`config.mk`:
```
export PLATFORM = sky130hd
export DESIGN_NAME = vsa_slot_arbiter
export DESIGN_NICKNAME = d
export VERILOG_FILES = /design/src/rtl/vsa_pkg.sv /design/src/rtl/vsa_line_timer.sv /design/src/rtl/vsa_req_buf.sv /design/src/rtl/vsa_access.sv /design/src/rtl/vsa_slot_arbiter.sv
export SDC_FILE = /design/constraint.sdc
export NUM_CORES = 1
export LEC_CHECK = 0
export BUFFER_PORTS_ARGS = -buffer_cell sky130_fd_sc_hd__clkbuf_2
export CORE_ASPECT_RATIO = 0.6
export CORE_MARGIN = 2
export CORE_UTILIZATION = 49
export CTS_BUF_LIST = sky130_fd_sc_hd__clkbuf_4
export CTS_CLUSTER_DIAMETER = 150
export DETAILED_ROUTE_END_ITERATION = 10
export GPL_TIMING_DRIVEN = 0
export HOLD_SLACK_MARGIN = 0.03
export PLACE_DENSITY = 0.7
export SKIP_LAST_GASP = 1
export SLEW_MARGIN = 15
export SYNTH_ARGS = -nofsm -noshare
export SYNTH_HDL_FRONTEND = slang
export SYNTH_SLANG_ARGS = --single-unit
```
`constraint.sdc`:
```
create_clock -name clk -period 9.2 [get_ports clk]
set_input_delay 0.46 -clock clk [delete_from_list [all_inputs] [get_ports clk]]
set_output_delay 0.46 -clock clk [all_outputs]
set_load 0.02 [all_outputs]
```
`src/rtl/vsa_pkg.sv`:
```
package vsa_pkg;

  typedef enum logic [1:0] {
    SRC_NONE = 2'd0,
    SRC_CPU  = 2'd1,
    SRC_CMD  = 2'd2
  } src_e;

  localparam int unsigned SPR_SLOT_N = 31;
  localparam int unsigned SPR_SLOTS [SPR_SLOT_N] = '{
    28, 92, 162, 170, 188, 220, 252, 316, 348, 380, 444,
    476, 508, 572, 604, 636, 700, 732, 764, 828, 860, 892,
    956, 988, 1020, 1084, 1116, 1148, 1212, 1264, 1330
  };

  // Slot membership of a line position for a given operating mode.
  function automatic logic is_slot(input logic [1:0] m, input int unsigned p);
    logic hit;
    hit = 1'b0;
    case (m)
      2'b00:   hit = (p < 1232) && (p % 8 == 0);
      2'b01:   hit = (p >= 4) && (p <= 1309) && ((p - 4) % 15 == 0);
      default: begin
        for (int i = 0; i < int'(SPR_SLOT_N); i++)
          if (SPR_SLOTS[i] == p) hit = 1'b1;
      end
    endcase
    return hit;
  endfunction

endpackage

```
`src/rtl/vsa_line_timer.sv`:
```
module vsa_line_timer #(
  parameter int LINE_LEN  = 1368,
  parameter int LOOKAHEAD = 16,
  localparam int PW = $clog2(LINE_LEN)
) (
  input  logic          clk,
  input  logic          rst_n,
  input  logic [1:0]    mode,
  output logic [PW-1:0] pos,
  output logic          commit_hit
);
  logic [PW-1:0] pos_q, pos_n, ahead;
  logic [PW:0]   sum;

  always_comb begin
    pos_n = (pos_q == PW'(LINE_LEN - 1)) ? '0 : pos_q + 1'b1;
    sum   = {1'b0, pos_q} + (PW+1)'(LOOKAHEAD);
    ahead = (sum >= (PW+1)'(LINE_LEN)) ? PW'(sum - (PW+1)'(LINE_LEN)) : PW'(sum);
  end

  always_ff @(posedge clk or negedge rst_n) begin
    if (!rst_n) pos_q <= '0;
    else        pos_q <= pos_n;
  end

  assign pos        = pos_q;
  assign commit_hit = vsa_pkg::is_slot(mode, int'(ahead));
endmodule

```
`src/rtl/vsa_req_buf.sv`:
```
module vsa_req_buf #(
  parameter int AW        = 17,
  parameter int DW        = 8,
  parameter bit OVERWRITE = 1'b1
) (
  input  logic          clk,
  input  logic          rst_n,
  input  logic          req,
  input  logic          we,
  input  logic [AW-1:0] addr,
  input  logic [DW-1:0] wdata,
  input  logic          serve,
  output logic          valid,
  output logic          q_we,
  output logic [AW-1:0] q_addr,
  output logic [DW-1:0] q_wdata,
  output logic          dropped
);
  logic accept, valid_q, valid_n;
  logic we_q;
  logic [AW-1:0] addr_q;
  logic [DW-1:0] wdata_q;

  generate
    if (OVERWRITE) begin : g_replace
      assign accept  = req;
      assign dropped = req && valid_q && !serve;
    end else begin : g_hold
      assign accept  = req && !valid_q;
      assign dropped = 1'b0;
    end
  endgenerate

  always_comb begin
    valid_n = valid_q;
    if (serve)  valid_n = 1'b0;
    if (accept) valid_n = 1'b1;
  end

  always_ff @(posedge clk or negedge rst_n) begin
    if (!rst_n) begin
      valid_q <= 1'b0;
      we_q    <= 1'b0;
      addr_q  <= '0;
      wdata_q <= '0;
    end else begin
      valid_q <= valid_n;
      if (accept) begin
        we_q    <= we;
        addr_q  <= addr;
        wdata_q <= wdata;
      end
    end
  end

  assign valid   = valid_q;
  assign q_we    = we_q;
  assign q_addr  = addr_q;
  assign q_wdata = wdata_q;
endmodule

```
`src/rtl/vsa_access.sv`:
```
module vsa_access #(
  parameter int AW      = 17,
  parameter int DW      = 8,
  parameter int ACC_LEN = 6,
  localparam int CW = $clog2(ACC_LEN + 1)
) (
  input  logic          clk,
  input  logic          rst_n,
  input  logic          start,
  input  vsa_pkg::src_e start_src,
  input  logic          we,
  input  logic [AW-1:0] addr,
  input  logic [DW-1:0] wdata,
  output logic          mem_act,
  output logic          mem_we,
  output logic [AW-1:0] mem_addr,
  output logic [DW-1:0] mem_wdata,
  input  logic [DW-1:0] mem_rdata,
  output logic [DW-1:0] rd_data,
  output logic          cpu_rvalid,
  output logic          cmd_rvalid
);
  import vsa_pkg::*;

  logic [CW-1:0] cnt_q, cnt_n;
  src_e          src_q;
  logic          we_q, last, rd_done;
  logic [AW-1:0] addr_q;
  logic [DW-1:0] wdata_q, rd_q;
  logic          cpu_v_q, cmd_v_q;

  always_comb begin
    last    = (cnt_q == CW'(1));
    rd_done = last && !we_q;
    cnt_n   = cnt_q;
    if (cnt_q != '0) cnt_n = cnt_q - 1'b1;
    if (start)       cnt_n = CW'(ACC_LEN);
  end

  always_ff @(posedge clk or negedge rst_n) begin
    if (!rst_n) begin
      cnt_q   <= '0;
      src_q   <= SRC_NONE;
      we_q    <= 1'b0;
      addr_q  <= '0;
      wdata_q <= '0;
      rd_q    <= '0;
      cpu_v_q <= 1'b0;
      cmd_v_q <= 1'b0;
    end else begin
      cnt_q   <= cnt_n;
      cpu_v_q <= rd_done && (src_q == SRC_CPU);
      cmd_v_q <= rd_done && (src_q == SRC_CMD);
      if (start) begin
        src_q   <= start_src;
        we_q    <= we;
        addr_q  <= addr;
        wdata_q <= wdata;
      end
      if (rd_done) rd_q <= mem_rdata;
    end
  end

  assign mem_act    = (cnt_q != '0);
  assign mem_we     = we_q;
  assign mem_addr   = addr_q;
  assign mem_wdata  = wdata_q;
  assign rd_data    = rd_q;
  assign cpu_rvalid = cpu_v_q;
  assign cmd_rvalid = cmd_v_q;
endmodule

```
`src/rtl/vsa_slot_arbiter.sv`:
```
module vsa_slot_arbiter #(
  parameter int LINE_LEN  = 1368,
  parameter int LOOKAHEAD = 16,
  parameter int ACC_LEN   = 6,
  parameter int AW        = 17,
  parameter int DW        = 8,
  parameter int DROP_W    = 16,
  localparam int PW = $clog2(LINE_LEN)
) (
  input  logic              clk,
  input  logic              rst_n,
  input  logic [1:0]        mode,
  input  logic              cpu_req,
  input  logic              cpu_we,
  input  logic [AW-1:0]     cpu_addr,
  input  logic [DW-1:0]     cpu_wdata,
  input  logic              cmd_req,
  input  logic              cmd_we,
  input  logic [AW-1:0]     cmd_addr,
  input  logic [DW-1:0]     cmd_wdata,
  output logic              cmd_stall,
  output logic              mem_act,
  output logic              mem_we,
  output logic [AW-1:0]     mem_addr,
  output logic [DW-1:0]     mem_wdata,
  input  logic [DW-1:0]     mem_rdata,
  output logic [DW-1:0]     rd_data,
  output logic              cpu_rvalid,
  output logic              cmd_rvalid,
  output logic [DROP_W-1:0] cpu_drop_cnt,
  output logic [PW-1:0]     line_pos
);
  import vsa_pkg::*;

  logic          commit_hit;
  logic          cpu_valid, cmd_valid, cpu_drop;
  logic          cpu_q_we, cmd_q_we;
  logic [AW-1:0] cpu_q_addr, cmd_q_addr;
  logic [DW-1:0] cpu_q_wdata, cmd_q_wdata;
  logic          cpu_resv_q, cpu_resv_n, cmd_resv_q, cmd_resv_n;
  logic          serve_cpu, serve_cmd;
  src_e          grant, slot_src;
  src_e          pipe_q [LOOKAHEAD];
  src_e          pipe_n [LOOKAHEAD];
  logic [DROP_W-1:0] drop_q, drop_n;
  logic          acc_we;
  logic [AW-1:0] acc_addr;
  logic [DW-1:0] acc_wdata;

  vsa_line_timer #(.LINE_LEN(LINE_LEN), .LOOKAHEAD(LOOKAHEAD)) timer_i (
    .clk(clk), .rst_n(rst_n), .mode(mode), .pos(line_pos), .commit_hit(commit_hit)
  );

  vsa_req_buf #(.AW(AW), .DW(DW), .OVERWRITE(1'b1)) cpu_buf_i (
    .clk(clk), .rst_n(rst_n), .req(cpu_req), .we(cpu_we), .addr(cpu_addr),
    .wdata(cpu_wdata), .serve(serve_cpu), .valid(cpu_valid), .q_we(cpu_q_we),
    .q_addr(cpu_q_addr), .q_wdata(cpu_q_wdata), .dropped(cpu_drop)
  );

  logic cmd_drop_unused;
  vsa_req_buf #(.AW(AW), .DW(DW), .OVERWRITE(1'b0)) cmd_buf_i (
    .clk(clk), .rst_n(rst_n), .req(cmd_req), .we(cmd_we), .addr(cmd_addr),
    .wdata(cmd_wdata), .serve(serve_cmd), .valid(cmd_valid), .q_we(cmd_q_we),
    .q_addr(cmd_q_addr), .q_wdata(cmd_q_wdata), .dropped(cmd_drop_unused)
  );

  // Commit decision and delay line that carries it to the slot start.
  always_comb begin
    grant = SRC_NONE;
    if (commit_hit) begin
      if (cpu_valid && !cpu_resv_q)      grant = SRC_CPU;
      else if (cmd_valid && !cmd_resv_q) grant = SRC_CMD;
    end
    pipe_n[0] = grant;
    for (int i = 1; i < LOOKAHEAD; i++) pipe_n[i] = pipe_q[i-1];
    slot_src   = pipe_q[LOOKAHEAD-1];
    serve_cpu  = (slot_src == SRC_CPU);
    serve_cmd  = (slot_src == SRC_CMD);
    cpu_resv_n = (cpu_resv_q && !serve_cpu) || (grant == SRC_CPU);
    cmd_resv_n = (cmd_resv_q && !serve_cmd) || (grant == SRC_CMD);
    drop_n     = cpu_drop ? drop_q + 1'b1 : drop_q;
    acc_we     = serve_cpu ? cpu_q_we    : cmd_q_we;
    acc_addr   = serve_cpu ? cpu_q_addr  : cmd_q_addr;
    acc_wdata  = serve_cpu ? cpu_q_wdata : cmd_q_wdata;
  end

  always_ff @(posedge clk or negedge rst_n) begin
    if (!rst_n) begin
      for (int i = 0; i < LOOKAHEAD; i++) pipe_q[i] <= SRC_NONE;
      cpu_resv_q <= 1'b0;
      cmd_resv_q <= 1'b0;
      drop_q     <= '0;
    end else begin
      for (int i = 0; i < LOOKAHEAD; i++) pipe_q[i] <= pipe_n[i];
      cpu_resv_q <= cpu_resv_n;
      cmd_resv_q <= cmd_resv_n;
      drop_q     <= drop_n;
    end
  end

  vsa_access #(.AW(AW), .DW(DW), .ACC_LEN(ACC_LEN)) access_i (
    .clk(clk), .rst_n(rst_n), .start(serve_cpu || serve_cmd), .start_src(slot_src),
    .we(acc_we), .addr(acc_addr), .wdata(acc_wdata),
    .mem_act(mem_act), .mem_we(mem_we), .mem_addr(mem_addr), .mem_wdata(mem_wdata),
    .mem_rdata(mem_rdata), .rd_data(rd_data),
    .cpu_rvalid(cpu_rvalid), .cmd_rvalid(cmd_rvalid)
  );

  assign cmd_stall    = cmd_valid;
  assign cpu_drop_cnt = drop_q;
endmodule

```
== Yosys cells after proc, flatten, opt, wreduce, memory -nomap -nowiden ==
Cells that the tools add are included.

* Register bits: 156
* Bits of input ports: 66

* Add/subtract/negate cells: 6
* Div/mod/pow operators: 1
* $lt $le $gt $ge: 4
* Equal/unequal tests: 40
* Mux-type cells: 46
* Reductions and logical operators: 29

{| class="wikitable"
|+ Operators with widths
! kind !! count
|-
| equality test 10 x 11 -> 1 bit, first input constant || 12
|-
| equality test 11 bit, first input constant || 6
|-
| equality test 9 x 11 -> 1 bit, first input constant || 6
|-
| zero test 32 bit || 2
|-
| equality test 8 x 11 -> 1 bit, first input constant || 5
|-
| two-way mux 1 bit || 36
|-
| modulo 32 x 4 -> 32 bit, second input constant || 1
|-
| two-way mux 11 bit || 2
|-
| two-way mux 17 bit || 1
|-
| adder 16 x 1 -> 16 bit, second input constant || 1
|-
| logical AND 1 bit || 13
|-
| adder 11 x 5 -> 12 bit, second input constant || 1
|-
| greater-or-equal comparator 12 x 11 -> 1 bit, second input constant || 1
|-
| subtractor 11 x 3 -> 12 bit, second input constant || 1
|-
| adder 11 x 1 -> 11 bit, second input constant || 1
|-
| equality test 11 bit, second input constant || 1
|-
| equality test 5 x 11 -> 1 bit, first input constant || 1
|-
| equality test 7 x 11 -> 1 bit, first input constant || 1
|-
| greater-or-equal comparator 11 x 3 -> 1 bit, second input constant || 1
|-
| less-or-equal comparator 11 bit, second input constant || 1
|-
| less-than comparator 11 bit, second input constant || 1
|-
| subtractor 11 bit, second input constant || 1
|-
| equality test 2 x 1 -> 1 bit, second input constant || 4
|-
| two-way mux 8 bit || 1
|-
| 11 further kinds || 25
|}

== Longest topological paths before layout ==
Gate-level depths: netlist of the first run.

* Depth after elaboration: 39
* Depth in mapped cells: 30
* Depth with buffers taken out: 28

== Hierarchy ==
From an unflattened synthesis of the first run, not the netlist that was laid out.

* Cells, all modules: 743
* Area, all modules: 8778.4 um^2

{| class="wikitable"
|+ Modules (own cells, without submodules)
! module !! instances !! cells each !! area an instance (um^2)
|-
| vsa_line_timer || 1 || 391 || 3014.1
|-
| vsa_slot_arbiter || 1 || 135 || 1956.9
|-
| vsa_access || 1 || 97 || 1584.0
|-
| vsa_req_buf (cmd_buf_i) || 1 || 61 || 1123.6
|-
| vsa_req_buf (cpu_buf_i) || 1 || 59 || 1099.8
|}

== Least setup slack after synthesis of the first run ==
OpenSTA, ideal clock, no wires.

* Path type: flip-flop to flip-flop
* Start: register timer_i.pos_q[4], in the netlist timer_i.pos[4]
* End: register cmd_resv_q
* Setup time: 0.092 ns
* Arrival time: 6.621 ns
* Required time: 9.108 ns
* Slack: 2.487 ns
* Stages on the path, launching flop included: 30
* Period minus slack after synthesis: 6.713 ns
* Cells stage by stage: dfrtp_1 > inv_1 > ha_1 > clkbuf_1 > nor2_1 > nor2_1 > o21ai_1 > mux2i_1 > or2_1 > buf_2 > o2111ai_1 > o31ai_1 > nor3b_2 > nand4_1 > and2_1 > a211oi_2 > o21ba_2 > a22oi_1 > ha_1 > clkbuf_1 > nor2_1 > a211oi_2 > o21a_1 > xnor2_1 > ha_1 > or3_1 > a31oi_1 > o2111ai_1 > o2bb2ai_1 > o31ai_2

* Cells in the longest elaborated chain, start to end: 39
* Elaborated cells between the ends (all ways): 80

{| class="wikitable"
|+ RTL lines
! element !! RTL line !! text
|-
| start: declaration || vsa_line_timer.sv:12 || <nowiki>logic [PW-1:0] pos_q, pos_n, ahead;</nowiki>
|-
| start signal: assignment || vsa_line_timer.sv:23 || <nowiki>else pos_q <= pos_n;</nowiki>
|-
| adder 11 x 5 -> 12 bit * || vsa_line_timer.sv:17 || <nowiki>sum = {1'b0, pos_q} + (PW+1)'(LOOKAHEAD);</nowiki>
|-
| subtractor 11 bit or greater-or-equal comparator 12 x 11 -> 1 bit (tied branches) || vsa_line_timer.sv:18 || <nowiki>ahead = (sum >= (PW+1)'(LINE_LEN)) ? PW'(sum - (PW+1)'(LINE_LEN)) : PW'(sum);</nowiki>
|-
| two-way mux 11 bit * || vsa_line_timer.sv:18 ||
|-
| parallel branches: the longest is 32 deep, another holds modulo 32 x 4 -> 32 bit || -- ||
|-
| one-hot mux 1 bit (2 select lines) * || vsa_pkg.sv:20 || <nowiki>case (m)</nowiki>
|-
| two-way mux 2 bit * || vsa_slot_arbiter.sv:70 || <nowiki>if (commit_hit) begin</nowiki>
|-
| equality test 2 bit * || vsa_slot_arbiter.sv:80 || <nowiki>cmd_resv_n = (cmd_resv_q && !serve_cmd) || (grant == SRC_CMD);</nowiki>
|-
| logical OR 1 bit * || vsa_slot_arbiter.sv:80 ||
|-
| via cmd_resv_n || vsa_slot_arbiter.sv:40 || <nowiki>logic cpu_resv_q, cpu_resv_n, cmd_resv_q, cmd_resv_n;</nowiki>
|-
| end signal: assignment || vsa_slot_arbiter.sv:96 || <nowiki>cmd_resv_q <= cmd_resv_n;</nowiki>
|-
| end: declaration || vsa_slot_arbiter.sv:40 ||
|}

Mark *: on every way through the listed nets, which the timed path passes.
A chain may end at the register's enable or synchronous reset.

== Worst setup path after layout of the first run ==
* Start: register timer_i.pos_q[4], in the netlist timer_i.pos[4]
* End: register pipe_q, in the netlist pipe_n[29]

* Cells in the longest elaborated chain, start to end: 37
* Elaborated cells between the ends (all ways): 78

{| class="wikitable"
|+ RTL lines
! element !! RTL line !! text
|-
| adder 11 x 5 -> 12 bit * || vsa_line_timer.sv:17 ||
|-
| subtractor 11 bit or greater-or-equal comparator 12 x 11 -> 1 bit (tied branches) || vsa_line_timer.sv:18 ||
|-
| two-way mux 11 bit * || vsa_line_timer.sv:18 ||
|-
| parallel branches: the longest is 32 deep, another holds modulo 32 x 4 -> 32 bit || -- ||
|-
| one-hot mux 1 bit (2 select lines) * || vsa_pkg.sv:20 ||
|-
| two-way mux 2 bit * || vsa_slot_arbiter.sv:70 ||
|-
| via grant[1] || vsa_slot_arbiter.sv:42 || <nowiki>src_e grant, slot_src;</nowiki>
|-
| end: declaration || vsa_slot_arbiter.sv:43 || <nowiki>src_e pipe_q [LOOKAHEAD];</nowiki>
|}

Marked as above.

==> results.yml, run 1 <==
status:
  outcome: "complete, no violations"
setup_path:
  crit_required_ns: 9.62
  worstSetupEndpointType: "flip-flop"
  critPathLaunchType: "flip-flop"
  crit_fanout: 10
  crit_type: "reg2reg"
  cp_common_cell: "ha_1"
  ff2ff_setup_slack_ns: 0.97
  cp.arrival_ns: 8.65
  cpPeakStageDelay_ns: 0.62
  crit_path_top_delay_cell: "dfrtp_1"
route:
  drcViolationCount: 0
  wl_per_cell_um: 17.3
  totalWireLength_um: 19400
  drt_iter0_markers: 508
  vias: 6446
  postRouteAntennaNets: 0
  viasPerCell: 5.75
  first_pass_iters: 5
timing:
  tightest_slew_ns: 0.855
  setup_viol: 0
  fmax_ghz: 0.122
  slew_viol_final: 0
  setup_slack_ns: 0.972
  period_needed_ns: 8.23
  grt_setup_unrepaired: "no"
  skew_ns: 0.0340
  slew_headroom_pct: 43.0
  holdWs_ns: 0.130
  setup_tns_ns: 0
  layout_worst_path_cycle_share_pct: 89.4
  hold_viol: 0
cts:
  numCtsBuffers: 17
  clock-sinks: 156
  post_cts_resized: 0
  clk_pin_slew_worst_paths_ns: 0.18
  cts_tree: "done"
  cts_root_buf: "clkbuf_4"
  clockBufferDepth: 2
  htreeDepth: 4
  cts_setup_buffers: 0
  clkLatencyLatePin_ns: 0.53
synthesis:
  synth_compound_gate_area_share_pct: 15.3
  syn_avg_cell_area_um2: 10.8
  synth-simple-area-share_pct: 14.0
  synth_top_cell_area_share_pct: 48.2
  synth_cell_types: 83
  synth_flop_cell: "dfrtp_1"
  yosysTopAreaCell: "dfrtp_1"
  synth_top_family_by_area: "compound AO/OA/AOI/OAI gates"
  synth_nets: 832
  synth.top_cells.by_area: "dfrtp_1 (48%), mux2_2 (8.6%), mux2i_1 (3.6%)"
  ys_seq_area_share_pct: 48.2
  synth-edff-count: 0
  yosys_warnings: 0
  async_flop_share_pct: 100
  synth_seq_cells: 156
  synth_xor_xnor_area_share_pct: 4.73
  synth_mux_area_share_pct: 12.4
  synth_fa_ha_area_share_pct: 2.63
  netlist_instances: 749
  syn-cell-area_um2: 8100
final_layout:
  final_common_cell: "dfrtp_1"
  finalNetCount: 982
  areaGrowthSynthToFinish_pct: 15.5
  stdcell_area_um2: 9350
  most-common-layout-cells: "dfrtp_1 (156), clkbuf_2 (128), nand2_1 (70), mux2_2 (62), nor2_1 (42)"
  drive_gt1_share_pct: 29.8
global_route:
  grt_pass1_wl_um: 31700
  antenna_found_initial: 1
  gr-total-overflow: 0
  grtUsageMet3_pct: 5.12
  grt_max_degree: 100
  grt_pass1_vias: 5977
  grt.busiest_layer: "met1"
  use_met2_pct: 28.5
  use_met1_pct: 38.6
  track_usage_pct: 22.5
pwr:
  p_sw_share_pct: 35.1
  p_int_mw: 1.18
  powerDensity_nw_per_um2: 195
  p_seq_share_pct: 51.5
  p_leak_nw: 4.24
  clockPowerShare_pct: 22.4
  p_switching_mw: 0.640
  ir_drop_v: 0.000157
  comb_power_share_pct: 26.0
floorplan:
  die_w_um: 170
  die_area_um2: 17600
  start_util_pct: 49.9
  fp-row-count: 36
  io-pin-count: 131
  die_h_um: 104
  core_area_um2: 16200
placement:
  dpl_cell_area_um2: 9050
  gp_congestion: 0.914
  place_ws_ns: 1.18
  io_buffers: 129
  hpwl_um: 14500
hold_path:
  hp-class: "in2reg"
run:
  max_cap_viol_count: 0
-- power groups by stage --
stage                     Clock [mW]  Combinational, mW  Sequential (mW)
after CTS                      0.421              0.482            0.940
after floorplan                    0              0.226             1.03
final                          0.409              0.475            0.941
after global routing           0.453              0.525            0.961
after global placement             0              0.467            0.950
after detailed placement           0              0.480            0.954
-- cell usage after synthesis (7+ instances only) --
cell type and n:
nand4_1 14, nand3_1 24, nand2_1 70, a21oi_1 18
o21ai_1 8, a21o_1 7, o2111ai_1 7, xnor2_1 30
o21ai_0 39, buf_2 10, nor2_1 42, a31oi_1 9
dfrtp_1 156, and2_1 8, ha_1 17, mux2i_1 29
xor2_1 10, clkbuf_1 17, inv_1 16, mux2_2 62
nor3_1 11, o211ai_1 12
-- flip-flops by register name (all words and copies together) (netlist names), 2 cells and up --
register and count:
access_i.cnt_q 3, access_i.mem_addr 17, access_i.mem_wdata 8, access_i.rd_data 8, access_i.src_q 2, cmd_buf_i.q_addr 17, cmd_buf_i.q_wdata 8, cpu_buf_i.q_addr 17
cpu_buf_i.q_wdata 8, cpu_drop_cnt 16, pipe_n 30, slot_src 2, timer_i.pos 11
-- per-stage QoR --
| stage | utilization, % | total power, mW | instances |
|---|---|---|---|
| after global routing | 57.7 | 1.94 | 1122 |
| final | 57.7 | 1.83 | 1122 |
| after detailed placement | 55.8 | 1.43 | 1088 |
| after global placement | 55.5 | 1.42 | 1087 |
| after floorplan | - | 1.26 | 749 |
| after CTS | 57.6 | 1.84 | 1121 |
-- logic make-up after synthesis --
| group | count (synthesis) |
|---|---|
| multiplexers | 92 |
| AND/OR/NAND/NOR | 220 |
| XOR/XNOR | 42 |
| AO/OA/AOI/OAI | 170 |
| adder cells (fa/ha/maj) | 17 |
| flip-flops | 156 |
| buffers and inverters | 52 |
-- what timing repair did --
item / CTS / global route
hold endpoints to repair: 57 / 0
hold buffers: 1 / 0
setup endpoints to repair: 0 / 0
-- worst paths after layout --
| check | startpoint | depth (start not counted) | endpoint |
|---|---|---|---|
| hold / removal | mem_rdata[2] | 2 | access_i.rd_data[2] |
| max in group asynchronous | rst_n | 3 | cpu_buf_i.q_wdata[3] |
| setup reg to reg | timer_i.pos[4] | 28 | pipe_n[29] |
| min in group asynchronous | rst_n | 2 | cmd_buf_i.q_addr[14] |
| hold reg to reg | pipe_n[15] | 0 | pipe_n[13] |
| setup / recovery | timer_i.pos[4] | 28 | pipe_n[29] |
-- critical path: cells and delay by family (launching register included) --
kind	cells	cell delay [ns]
compound gates	12	3.37
buf+inv	2	0.53
xor+xnor	1	0.15
fa+ha+maj	3	0.94
flops	1	0.62
simple gates	10	2.51
-- cell type report --
cell class / count / area, µm²
fill: 1423 / 6860
multi-input combinational: 541 / 3980
sequential: 156 / 3900
timing repair buffer: 131 / 692
tap: 209 / 262
buffer: 35 / 163
clock inverter: 14 / 151
clock buffer: 18 / 135
inverter: 17 / 63.8
antenna: 1 / 2.50
-- routing by layer --
layer | vias up | wire [µm]
met5 | - | 0
met4 | 0 | 64
met3 | 4 | 1500
met2 | 268 | 7490
met1 | 3124 | 10300
li1 | 3050 | -
Note: power is estimated with default switching activity, not from simulation.
==> inputs of run 2 (changes only) <==
==> constraint.sdc (replaced) <==
create_clock -name clk -period 9.2 [get_ports clk]
set_input_delay 2.76 -clock clk [delete_from_list [all_inputs] [get_ports clk]]
set_output_delay 2.76 -clock clk [all_outputs]
set_load 0.02 [all_outputs]
==> run 2 against run 1 <==
Net effect:
- critical path type unchanged
- clock power is essentially flat
- count of clock-buffer cells in the layout is the same
- routed wire length shrank 0.11%
- sequential share of layout area is essentially flat
- maximum frequency is essentially flat
- non-clock buffer count shrank 1
- sequential power is essentially flat
- die area is the same
- flip-flop and latch count is the same
- clock skew shrank 0.00075 ns
==> results.yml, run 2 (synthesized netlist as in run 1, its figures left out) <==
setup_path:
  cpPeakStageDelay_ns: 0.62
  ff2ff_setup_slack_ns: 0.97
  reg2reg_to: "pipe_n[29]"
  cp_common_cell: "ha_1"
  cp_top_family: "compound AO/OA/AOI/OAI gates"
  crit_fanout: 10
  critPathLaunchType: "flip-flop"
  cp.arrival_ns: 8.65
  crit_buf_inv: 2
  reg2reg_from: "timer_i.pos[4]"
  r2r_cells: 28
  worstSetupEndpointType: "flip-flop"
  crit_required_ns: 9.62
  crit_path_top_delay_cell: "dfrtp_1"
  crit_type: "reg2reg"
final_layout:
  largest_register_ffs: 30
  areaGrowthSynthToFinish_pct: 15.4
  drive_gt1_share_pct: 29.9
  finalNetCount: 981
  most-common-layout-cells: "dfrtp_1 (156), clkbuf_2 (128), nand2_1 (70), mux2_2 (62), nor2_1 (42)"
  final_common_cell: "dfrtp_1"
  nFillCells: 1424
  seqCellArea_um2: 3900
  multi_input_area_um2: 3980
timing:
  holdWs_ns: 0.334
  grt_setup_unrepaired: "no"
  period_needed_ns: 8.23
  setup_tns_ns: 0
  tightest_slew_ns: 0.856
  slew_viol_final: 0
  skew_ns: 0.0332
  layout_worst_path_cycle_share_pct: 89.4
  slew_headroom_pct: 42.9
  setup_viol: 0
  hold_viol: 0
  fmax_ghz: 0.122
cts:
  clock-sinks: 156
  numCtsBuffers: 17
  clk_pin_slew_worst_paths_ns: 0.18
  holdBufCountCts: 0
  cts_setup_buffers: 0
  cts_tree: "done"
  clockBufferDepth: 2
  cts_root_buf: "clkbuf_4"
  clkLatencyLatePin_ns: 0.53
  htreeDepth: 4
  post_cts_resized: 0
route:
  totalWireLength_um: 19400
  drcViolationCount: 0
  first_pass_iters: 5
  wl_per_cell_um: 17.3
  vias: 6408
  viasPerCell: 5.72
  postRouteAntennaNets: 0
  drt_iter0_markers: 522
pwr:
  p_int_mw: 1.18
  ir_drop_v: 0.000157
  clockPowerShare_pct: 22.5
  p_switching_mw: 0.642
  p_leak_nw: 4.23
  p_sw_share_pct: 35.1
  comb_power_share_pct: 26.0
  powerDensity_nw_per_um2: 195
  p_seq_share_pct: 51.5
global_route:
  gr-total-overflow: 0
  grt_max_degree: 100
  grt_pass1_wl_um: 31700
  antenna_found_initial: 1
  grt_pass1_vias: 5965
  track_usage_pct: 22.5
placement:
  io_buffers: 129
  hpwl_um: 14500
  gp_congestion: 0.914
hold_path:
  hold_path_end: "pipe_n[13]"
  hold_start: "pipe_n[15]"
  hp-class: "reg2reg"
  worstHoldPathCells: 0
status:
  outcome: "complete, no violations"
floorplan:
  fp-row-count: 36
  core_area_um2: 16200
  start_util_pct: 49.9
  io-pin-count: 131
  die_area_um2: 17600
  die_w_um: 170
  die_h_um: 104
run:
  max_cap_viol_count: 0
run 2: metal layers:
layer,GRT usage [%],vias to the layer above,share of wire (%)
met4,3.66,0,0.43
met5,0,-,0
met1,38.6,3103,53
li1,-,3047,-
met3,5.12,8,7.8
met2,28.4,250,38
run 2: how the worst max path moves through the flow:
stage / start / to / slack, ns / cells past startpoint
floorplan: timer_i.pos[4] / cmd_resv_q / 2.49 / 29
global placement: timer_i.pos[4] / pipe_n[29] / 1.32 / 27
detailed placement: timer_i.pos[4] / cmd_resv_q / 1.18 / 28
CTS: timer_i.pos[4] / pipe_n[29] / 1.09 / 28
global route: timer_i.pos[4] / pipe_n[29] / 0.11 / 28
finish: timer_i.pos[4] / pipe_n[29] / 0.97 / 28
run 2: cell type report:
cell class	instances	area share (%)
antenna	1	0.0268
buffer	35	1.74
clock buffer	18	1.45
clock inverter	14	1.62
inverter	17	0.683
multi-input combinational	541	42.6
sequential	156	41.8
tap	209	2.80
timing repair buffer	130	7.30
run 2: through the flow:
step / power, mW / setup WS [ns] / cells / instance area (µm²) / utilization [%]
after floorplan: 1.26 / 2.49 / 749 / 8100 / -
after global placement: 1.42 / 1.32 / 1087 / 9010 / 55.5
after detailed placement: 1.43 / 1.18 / 1088 / 9050 / 55.8
after CTS: 1.84 / 1.09 / 1120 / 9340 / 57.6
after global routing: 1.94 / 0.110 / 1121 / 9340 / 57.6
final: 1.83 / 0.971 / 1121 / 9340 / 57.6
run 2: power groups by stage:
| stage | clock, mW | combinational [mW] | sequential, mW |
|---|---|---|---|
| final | 0.410 | 0.475 | 0.941 |
| after global routing | 0.453 | 0.525 | 0.961 |
| after CTS | 0.421 | 0.481 | 0.940 |
| after detailed placement | 0 | 0.480 | 0.954 |
| after global placement | 0 | 0.467 | 0.950 |
| after floorplan | 0 | 0.226 | 1.03 |
